[config.mk]
export PLATFORM = sky130hd
export DESIGN_NAME = tmr_core
export DESIGN_NICKNAME = d
export VERILOG_FILES = /design/src/rtl/tmr_pkg.sv /design/src/rtl/tmr_presc.sv /design/src/rtl/tmr_cnt.sv /design/src/rtl/tmr_chan.sv /design/src/rtl/tmr_core.sv
export SDC_FILE = /design/constraint.sdc
export NUM_CORES = 1
export LEC_CHECK = 0
export ABC_AREA = 0
export BUFFER_PORTS_ARGS = -buffer_cell sky130_fd_sc_hd__buf_2
export CAP_MARGIN = 20
export CORE_ASPECT_RATIO = 1.1
export CORE_UTILIZATION = 51
export DETAILED_ROUTE_END_ITERATION = 10
export PLACE_DENSITY = 0.88
export SYNTH_ARGS = -nofsm -noshare
export SYNTH_HDL_FRONTEND = slang
export SYNTH_SLANG_ARGS = --single-unit
[constraint.sdc]
create_clock -name clk -period 4.1 [get_ports clk]
set_input_delay 0.615 -clock clk [delete_from_list [all_inputs] [get_ports clk]]
set_output_delay 0.615 -clock clk [all_outputs]
set_load 0.1 [all_outputs]
[src/rtl/tmr_pkg.sv]
// Package: shared types and decode functions for the timer counter core.
// Assumes the counter is at most CNT_W bits wide and the prescaler at most PSC_W bits.
package tmr_pkg;
    localparam int CNT_W = 32;
    localparam int PSC_W = 10;

    typedef logic [CNT_W-1:0] cnt_t;
    typedef logic [PSC_W-1:0] psc_t;

    typedef enum logic [1:0] {
        WID_16 = 2'b00,
        WID_8  = 2'b01,
        WID_32 = 2'b10,
        WID_RS = 2'b11
    } wid_e;

    // Mask of the active counter bits for a width code.
    function automatic cnt_t width_mask(input logic [1:0] code);
        case (wid_e'(code))
            WID_8:   width_mask = cnt_t'(8'hFF);
            WID_32:  width_mask = '1;
            default: width_mask = cnt_t'(16'hFFFF);
        endcase
    endfunction

    // Terminal phase (ratio minus one) of the prescaler for a ratio code.
    function automatic psc_t presc_limit(input logic [2:0] code);
        case (code)
            3'd0:    presc_limit = psc_t'(0);
            3'd1:    presc_limit = psc_t'(1);
            3'd2:    presc_limit = psc_t'(3);
            3'd3:    presc_limit = psc_t'(7);
            3'd4:    presc_limit = psc_t'(15);
            3'd5:    presc_limit = psc_t'(63);
            3'd6:    presc_limit = psc_t'(255);
            default: presc_limit = psc_t'(1023);
        endcase
    endfunction
endpackage

[src/rtl/tmr_presc.sv]
// Module: tick divider. Counts qualified ticks and flags the last tick of each group.
// Assumes the ratio code is static while run is high; clr restarts the phase.
module tmr_presc
    import tmr_pkg::*;
(
    input  logic       clk,
    input  logic       rst_n,
    input  logic       run,
    input  logic       clr,
    input  logic       tick_in,
    input  logic [2:0] code,
    output logic       adv
);
    psc_t phase;
    psc_t lim;

    // Decode the terminal phase from the ratio code.
    always_comb lim = presc_limit(code);

    // Advance request on the tick that completes a group.
    assign adv = run && tick_in && (phase == lim);

    // Phase counter: cleared when idle or on an immediate restart.
    always_ff @(posedge clk) begin
        if (!rst_n || !run || clr) begin
            phase <= '0;
        end else if (tick_in) begin
            phase <= (phase == lim) ? '0 : phase + psc_t'(1);
        end
    end

    p_phase_range_r2: assert property (@(posedge clk) disable iff (!rst_n)
        $past(run) |-> (phase <= lim));
endmodule

[src/rtl/tmr_cnt.sv]
// Module: counter state machine with direction, wrap strobe, one-shot stop and restart.
// Assumes mask and top are static while run is high and top is already masked.
module tmr_cnt
    import tmr_pkg::*;
(
    input  logic clk,
    input  logic rst_n,
    input  logic run,
    input  logic adv,
    input  logic restart,
    input  logic psync,
    input  logic down,
    input  logic oneshot,
    input  cnt_t mask,
    input  cnt_t top,
    output cnt_t count,
    output logic ovf,
    output logic wrap_tgl
);
    cnt_t start;
    logic stopped;
    logic pend;

    // Start value depends on the counting direction.
    always_comb start = down ? top : '0;

    // Counter update with restart priority, pending reload and wrap handling.
    always_ff @(posedge clk) begin
        if (!rst_n) begin
            count <= '0; ovf <= 1'b0; stopped <= 1'b0; pend <= 1'b0; wrap_tgl <= 1'b0;
        end else if (!run) begin
            count <= start; ovf <= 1'b0; stopped <= 1'b0; pend <= 1'b0; wrap_tgl <= 1'b0;
        end else begin
            ovf <= 1'b0;
            if (restart && !psync) begin
                count <= start; stopped <= 1'b0; pend <= 1'b0;
            end else if ((restart || pend) && adv) begin
                count <= start; stopped <= 1'b0; pend <= 1'b0;
            end else begin
                if (restart) pend <= 1'b1;
                if (adv && !stopped) begin
                    if (!down) begin
                        if (count >= top) begin
                            count <= '0; ovf <= 1'b1; wrap_tgl <= ~wrap_tgl; stopped <= oneshot;
                        end else begin
                            count <= (count + cnt_t'(1)) & mask;
                        end
                    end else begin
                        if (count == '0) begin
                            count <= top; ovf <= 1'b1; wrap_tgl <= ~wrap_tgl; stopped <= oneshot;
                        end else begin
                            count <= (count - cnt_t'(1)) & mask;
                        end
                    end
                end
            end
        end
    end

    p_upper_zero_r1: assert property (@(posedge clk) disable iff (!rst_n)
        $past(run) |-> ((count & ~mask) == '0));
    p_wrap_up_r3: assert property (@(posedge clk) disable iff (!rst_n)
        (ovf && !down) |-> (count == '0));
    p_wrap_down_r4: assert property (@(posedge clk) disable iff (!rst_n)
        (ovf && down) |-> (count == top));
    p_oneshot_hold_r6: assert property (@(posedge clk) disable iff (!rst_n)
        (run && stopped && !restart && !pend) |=> $stable(count));
    p_idle_quiet_r11: assert property (@(posedge clk) disable iff (!rst_n)
        !run |=> (!ovf && !stopped && !pend));
endmodule

[src/rtl/tmr_chan.sv]
// Module: one channel, either a compare output or an edge-triggered capture latch.
// Assumes the role, invert bit and compare value are static while run is high.
module tmr_chan
    import tmr_pkg::*;
#(
    parameter bit IS_TOP_CH = 1'b0
) (
    input  logic clk,
    input  logic rst_n,
    input  cnt_t count,
    input  cnt_t mask,
    input  cnt_t cmp,
    input  logic mfrq,
    input  logic wrap_tgl,
    input  logic capen,
    input  logic inv,
    input  logic cap_in,
    output logic wave,
    output cnt_t cap_val,
    output logic cap_vld
);
    logic eff_in;
    logic eff_prev;
    logic raw;

    // Pin-side inversion of the capture input.
    always_comb eff_in = cap_in ^ inv;

    // Raw waveform: idle for capture, toggle for the TOP channel in match mode, else compare.
    always_comb begin
        if (capen)                  raw = 1'b0;
        else if (IS_TOP_CH && mfrq) raw = wrap_tgl;
        else                        raw = (count < (cmp & mask));
    end

    assign wave = raw ^ inv;

    // Edge detect and latch of the count on a rising effective input.
    always_ff @(posedge clk) begin
        if (!rst_n) begin
            eff_prev <= 1'b0; cap_val <= '0; cap_vld <= 1'b0;
        end else begin
            eff_prev <= eff_in;
            cap_vld  <= 1'b0;
            if (capen && eff_in && !eff_prev) begin
                cap_val <= count;
                cap_vld <= 1'b1;
            end
        end
    end

    p_capvld_role_r10: assert property (@(posedge clk) disable iff (!rst_n)
        cap_vld |-> $past(capen));
    p_capval_hold_r10: assert property (@(posedge clk) disable iff (!rst_n)
        !cap_vld |-> $stable(cap_val));
    p_cap_pin_r10: assert property (@(posedge clk) disable iff (!rst_n)
        capen |-> (wave == inv));
endmodule

[src/rtl/tmr_core.sv]
// Module: top of the timer counter core; decodes width and TOP, wires prescaler,
// counter and one channel instance per channel. Assumes configuration is static while run is high.
module tmr_core
    import tmr_pkg::*;
#(
    parameter int NCH = 2
) (
    input  logic               clk,
    input  logic               rst_n,
    input  logic               run,
    input  logic               restart,
    input  logic               tick_in,
    input  logic [1:0]         cfg_width,
    input  logic [2:0]         cfg_presc,
    input  logic               cfg_psync,
    input  logic               cfg_down,
    input  logic               cfg_oneshot,
    input  logic               cfg_mfrq,
    input  logic [NCH-1:0]     cfg_capen,
    input  logic [NCH-1:0]     cfg_inv,
    input  logic [NCH*32-1:0]  cmp_val,
    input  logic [NCH-1:0]     cap_in,
    output logic [NCH-1:0]     wave_out,
    output logic               ovf,
    output logic [31:0]        count,
    output logic [NCH*32-1:0]  cap_val,
    output logic [NCH-1:0]     cap_vld
);
    cnt_t mask;
    cnt_t top;
    cnt_t cnt_q;
    logic adv;
    logic tgl;
    logic psc_clr;

    // Active-bit mask and wrap value from the configuration.
    always_comb begin
        mask = width_mask(cfg_width);
        top  = cfg_mfrq ? (cnt_t'(cmp_val[31:0]) & mask) : mask;
    end

    // An immediate restart also clears the prescaler phase.
    assign psc_clr = restart && !cfg_psync;

    tmr_presc u_presc (
        .clk(clk), .rst_n(rst_n), .run(run), .clr(psc_clr),
        .tick_in(tick_in), .code(cfg_presc), .adv(adv)
    );

    tmr_cnt u_cnt (
        .clk(clk), .rst_n(rst_n), .run(run), .adv(adv), .restart(restart),
        .psync(cfg_psync), .down(cfg_down), .oneshot(cfg_oneshot),
        .mask(mask), .top(top), .count(cnt_q), .ovf(ovf), .wrap_tgl(tgl)
    );

    assign count = 32'(cnt_q);

    for (genvar g = 0; g < NCH; g++) begin : g_ch
        tmr_chan #(.IS_TOP_CH(g == 0)) u_chan (
            .clk(clk), .rst_n(rst_n), .count(cnt_q), .mask(mask),
            .cmp(cnt_t'(cmp_val[g*32 +: 32])), .mfrq(cfg_mfrq), .wrap_tgl(tgl),
            .capen(cfg_capen[g]), .inv(cfg_inv[g]), .cap_in(cap_in[g]),
            .wave(wave_out[g]), .cap_val(cap_val[g*32 +: 32]), .cap_vld(cap_vld[g])
        );
    end
endmodule

==> flow_metrics.tcl <==
set metrics [dict create \
    grt_setup_unrepaired "false" \
    ys.flop_type "sky130_fd_sc_hd__dfxtp_1" \
    clockPowerShare_pct 39.0 \
    numClockSinks 114 \
    insertedDiodeCount 0 \
    cts-buffers-inserted 17 \
    cellPowerDensity_mw_per_mm2 364 \
    async_reset_ff_share_pct 0 \
    worstRegToRegCells 9 \
    p_leak_nw 4.86 \
    grt_start_max_net_pins 65 \
    first_global_vias 9828 \
    final_max_slew_viol_count 0 \
    routed_wl_um 31500 \
    fp.dieH_um 142 \
    port_buffers 184 \
    syn2layout_area_growth_pct 21.4 \
    hold_slack_ns 0.449 \
    internal_power_w 0.00255 \
    worst-endpoint-arrival_ns 3.18 \
    num_vias 10400 \
    initial_drt_markers 1007 \
    seq_power_share_pct 30.5 \
    max_cap_viols 0 \
    grt_use_total_pct 33.6 \
    vias_per_cell 6.31 \
    synth.avg_cell_area_um2 7.32 \
    io_pins 185 \
    timing.final.crit_period_ns 3.79 \
    grt_first_pass_wirelength_um 48600 \
    critPathMaxStageDelay_ns 0.23 \
    post_synth_instance_area_mm2 0.00913 \
    synth.yosys.seq_area_share_pct 25.0 \
    holdPathStages 2 \
    max_clock_freq_mhz 264 \
    worst_slew_margin_rel_pct 49.6 \
    number_of_post_cts_setup_repair_buffers 0 \
    path_buf_inv 4 \
    row_count 50 \
    crit_path_start_kind "primary input" \
    path_cells "buf_2 > nand2b_1 > buf_4 > nand2_1 > ha_1 > a21o_1 > a21o_1 > a21oi_1 > o221ai_1 > a211oi_1 > buf_4 > mux2i_1 > o2111ai_1 > buf_12" \
    cts_hold_repair.buffers 0 \
    gp_routability_congestion 0.961 \
    synth_seq_cells 114 \
    place_hpwl_um 22400 \
    layout_worst_path_cycle_share_pct 92.5 \
    synth_warnings 0 \
    clock_tree.root_cell "sky130_fd_sc_hd__clkbuf_16" \
    grt_antenna_before_repair 0 \
    setup.worst_path.end_class "output port" \
    clkSlewWorstSetupHoldPaths_ns 0.05 \
    width_of_the_chip_um 130 \
    finalClockSkew_ns 0.00564 \
    wp_depth 14 \
    pwr-share-comb_pct 30.5 \
    start_util_pct 52.9 \
    cts_max_level 4 \
    drcViolationCount 0 \
    drive_above_1_share_pct 21.2 \
    fin_nets 1584 \
    tritoncts "built" \
    setup_tns_ns 0 \
    cp_top_family "compound AO/OA/AOI/OAI gates" \
    fillCellCount 1460 \
    cp_slowest_cell "sky130_fd_sc_hd__nand2b_1" \
    cp_max_fo 14 \
    worst_skew_pair.late_latency_ns 0.41 \
    peak_supply_drop_mv 0.284 \
    post_synthesis_net_count 1426 \
    placeableCoreArea_mm2 0.0173 \
    drt_first_pass_iters 6 \
    status "complete, no violations" \
    hold_path.class "register to register" \
    switching_power_w 0.00148 \
    cts_resized 0 \
    cts.path.max_buffers 2 \
    overflow 0 \
    drtAntennaViolNets 0 \
    hold_viol 0 \
    synth-edff-count 0 \
    drt-wirelength-per-cell_um 19.1 \
    netlist_instances 1248 \
    worst_pin_slew_ns 0.757 \
    post_synth_num_cell_types 70 \
    overall_die_area_mm2 0.0184 \
    netSwitchingFraction_pct 36.6 \
    setup_viol 0 \
    critPathKind "primary input to output port" \
    crit_required_ns 3.48 \
]
worst reg2reg max path: cells and delay by family, from the launching register on:
family | cells | cell delay, ns
adders and majority gates | 1 | 0.21
AOI/OAI and AO/OA | 3 | 0.79
muxes | 1 | 0.26
buffers and inverters | 2 | 0.53
DFF | 1 | 0.45
and+or+nand+nor | 2 | 0.98
flip-flops by register name (all words and copies together) (netlist names):
signal	cells
g_ch.u_chan.cap_val	64
u_cnt.count	32
u_presc.phase	10
g_ch.u_chan.cap_vld	2
g_ch.u_chan.eff_prev	2
u_cnt.ovf	1
u_cnt.pend	1
u_cnt.stopped	1
u_cnt.wrap_tgl	1
Yosys cell counts (24+ instances only):
master	number	area, um^2
sky130_fd_sc_hd__nor2_1	78	293
sky130_fd_sc_hd__ha_1	94	1180
sky130_fd_sc_hd__nand4_1	35	219
sky130_fd_sc_hd__clkbuf_1	83	312
sky130_fd_sc_hd__inv_1	41	154
sky130_fd_sc_hd__dfxtp_1	114	2280
sky130_fd_sc_hd__a21oi_1	104	521
sky130_fd_sc_hd__a21o_1	24	180
sky130_fd_sc_hd__xnor2_1	35	307
sky130_fd_sc_hd__nor3_1	31	155
sky130_fd_sc_hd__nand2_1	233	875
sky130_fd_sc_hd__o21ai_0	42	210
sky130_fd_sc_hd__xor2_1	29	254
sky130_fd_sc_hd__nand3_1	45	225
worst paths after layout:
kind / slack (ns) / endpoint / from
max reg2reg: 0.77 / u_cnt.count[3] / u_cnt.count[0]
min reg2reg: 0.45 / g_ch[0].u_chan.cap_val[0] / g_ch[0].u_chan.cap_val[0]
min: 0.45 / g_ch[0].u_chan.cap_val[0] / g_ch[0].u_chan.cap_val[0]
max: 0.31 / wave_out[0] / cfg_width[1]
power by group through the flow:
| stage | sequential [W] | clock (W) | combinational [W] |
|---|---|---|---|
| 6_report | 0.00123 | 0.00157 | 0.00123 |
| 5_1_grt | 0.00123 | 0.00163 | 0.00131 |
| 4_1_cts | 0.00122 | 0.00158 | 0.00120 |
| 3_5_place_dp | 0.00125 | 0 | 0.00119 |
| 3_3_place_gp | 0.00125 | 0 | 0.00116 |
| 2_1_floorplan | 0.00151 | 0 | 0.000594 |
placed cells by master, fill, tap and decap left out, types with 8 or more instances in the layout:
cell,count
sky130_fd_sc_hd__o21ai_0,42
sky130_fd_sc_hd__a221oi_1,11
sky130_fd_sc_hd__and3_1,9
sky130_fd_sc_hd__nor4_1,15
sky130_fd_sc_hd__o21a_1,16
sky130_fd_sc_hd__o221a_2,9
sky130_fd_sc_hd__nand2_1,233
sky130_fd_sc_hd__dfxtp_1,114
sky130_fd_sc_hd__nor2_1,78
sky130_fd_sc_hd__ha_1,94
sky130_fd_sc_hd__a21o_1,24
sky130_fd_sc_hd__a31oi_1,14
sky130_fd_sc_hd__or2_2,8
sky130_fd_sc_hd__o22ai_1,14
sky130_fd_sc_hd__xnor2_1,35
sky130_fd_sc_hd__or3_1,12
sky130_fd_sc_hd__nand4_1,35
sky130_fd_sc_hd__clkbuf_16,17
sky130_fd_sc_hd__a21oi_1,104
sky130_fd_sc_hd__o221ai_1,13
sky130_fd_sc_hd__nor3_1,31
sky130_fd_sc_hd__a211oi_1,10
sky130_fd_sc_hd__buf_2,182
sky130_fd_sc_hd__buf_4,54
sky130_fd_sc_hd__nand3_1,45
sky130_fd_sc_hd__inv_1,41
sky130_fd_sc_hd__o311ai_0,8
sky130_fd_sc_hd__xor2_1,29
metal layers:
metal	GRT usage [%]	routed length [um]	up-vias
li1	-	-	4790
met1	39.7	11800	4795
met2	54.2	14500	669
met3	7.71	3360	168
met4	22.2	1850	0
met5	0	0	-
area by class of cell:
type	instances	area, um^2	share of cell area, %
multi-input combinational	989	6290	56.8
clock inverter	12	183	1.65
tap	234	293	2.64
inverter	42	158	1.42
timing repair buffer	242	1440	13.0
sequential	114	2280	20.6
clock buffer	18	439	3.96
stage by stage:
step                std cells  power, W  worst slack (ns)  utilization [%]  instance area, um^2
floorplan                1248   0.00211           0.00305                -                 9130
global placement         1617   0.00241             0.362             60.3                10400
CTS                      1647   0.00400             0.243             63.9                11000
finish                   1651   0.00403             0.308             64.2                11100
detailed placement       1617   0.00244             0.246             60.3                10400
global route             1651   0.00418            0.0421             64.2                11100
logic make-up after synthesis:
family                     count (synthesis)  synth area share (%)
DFF                                      114                  25.0
and+or+nand+nor                          520                  27.0
xor gates and xnor gates                  64                  6.14
adders and majority gates                 94                  12.9
AOI/OAI and AO/OA                        303                  21.8
buffers and inverters                    146                  6.44
muxes                                      7                 0.767
No activity file was read; power rests on OpenSTA's default activity.
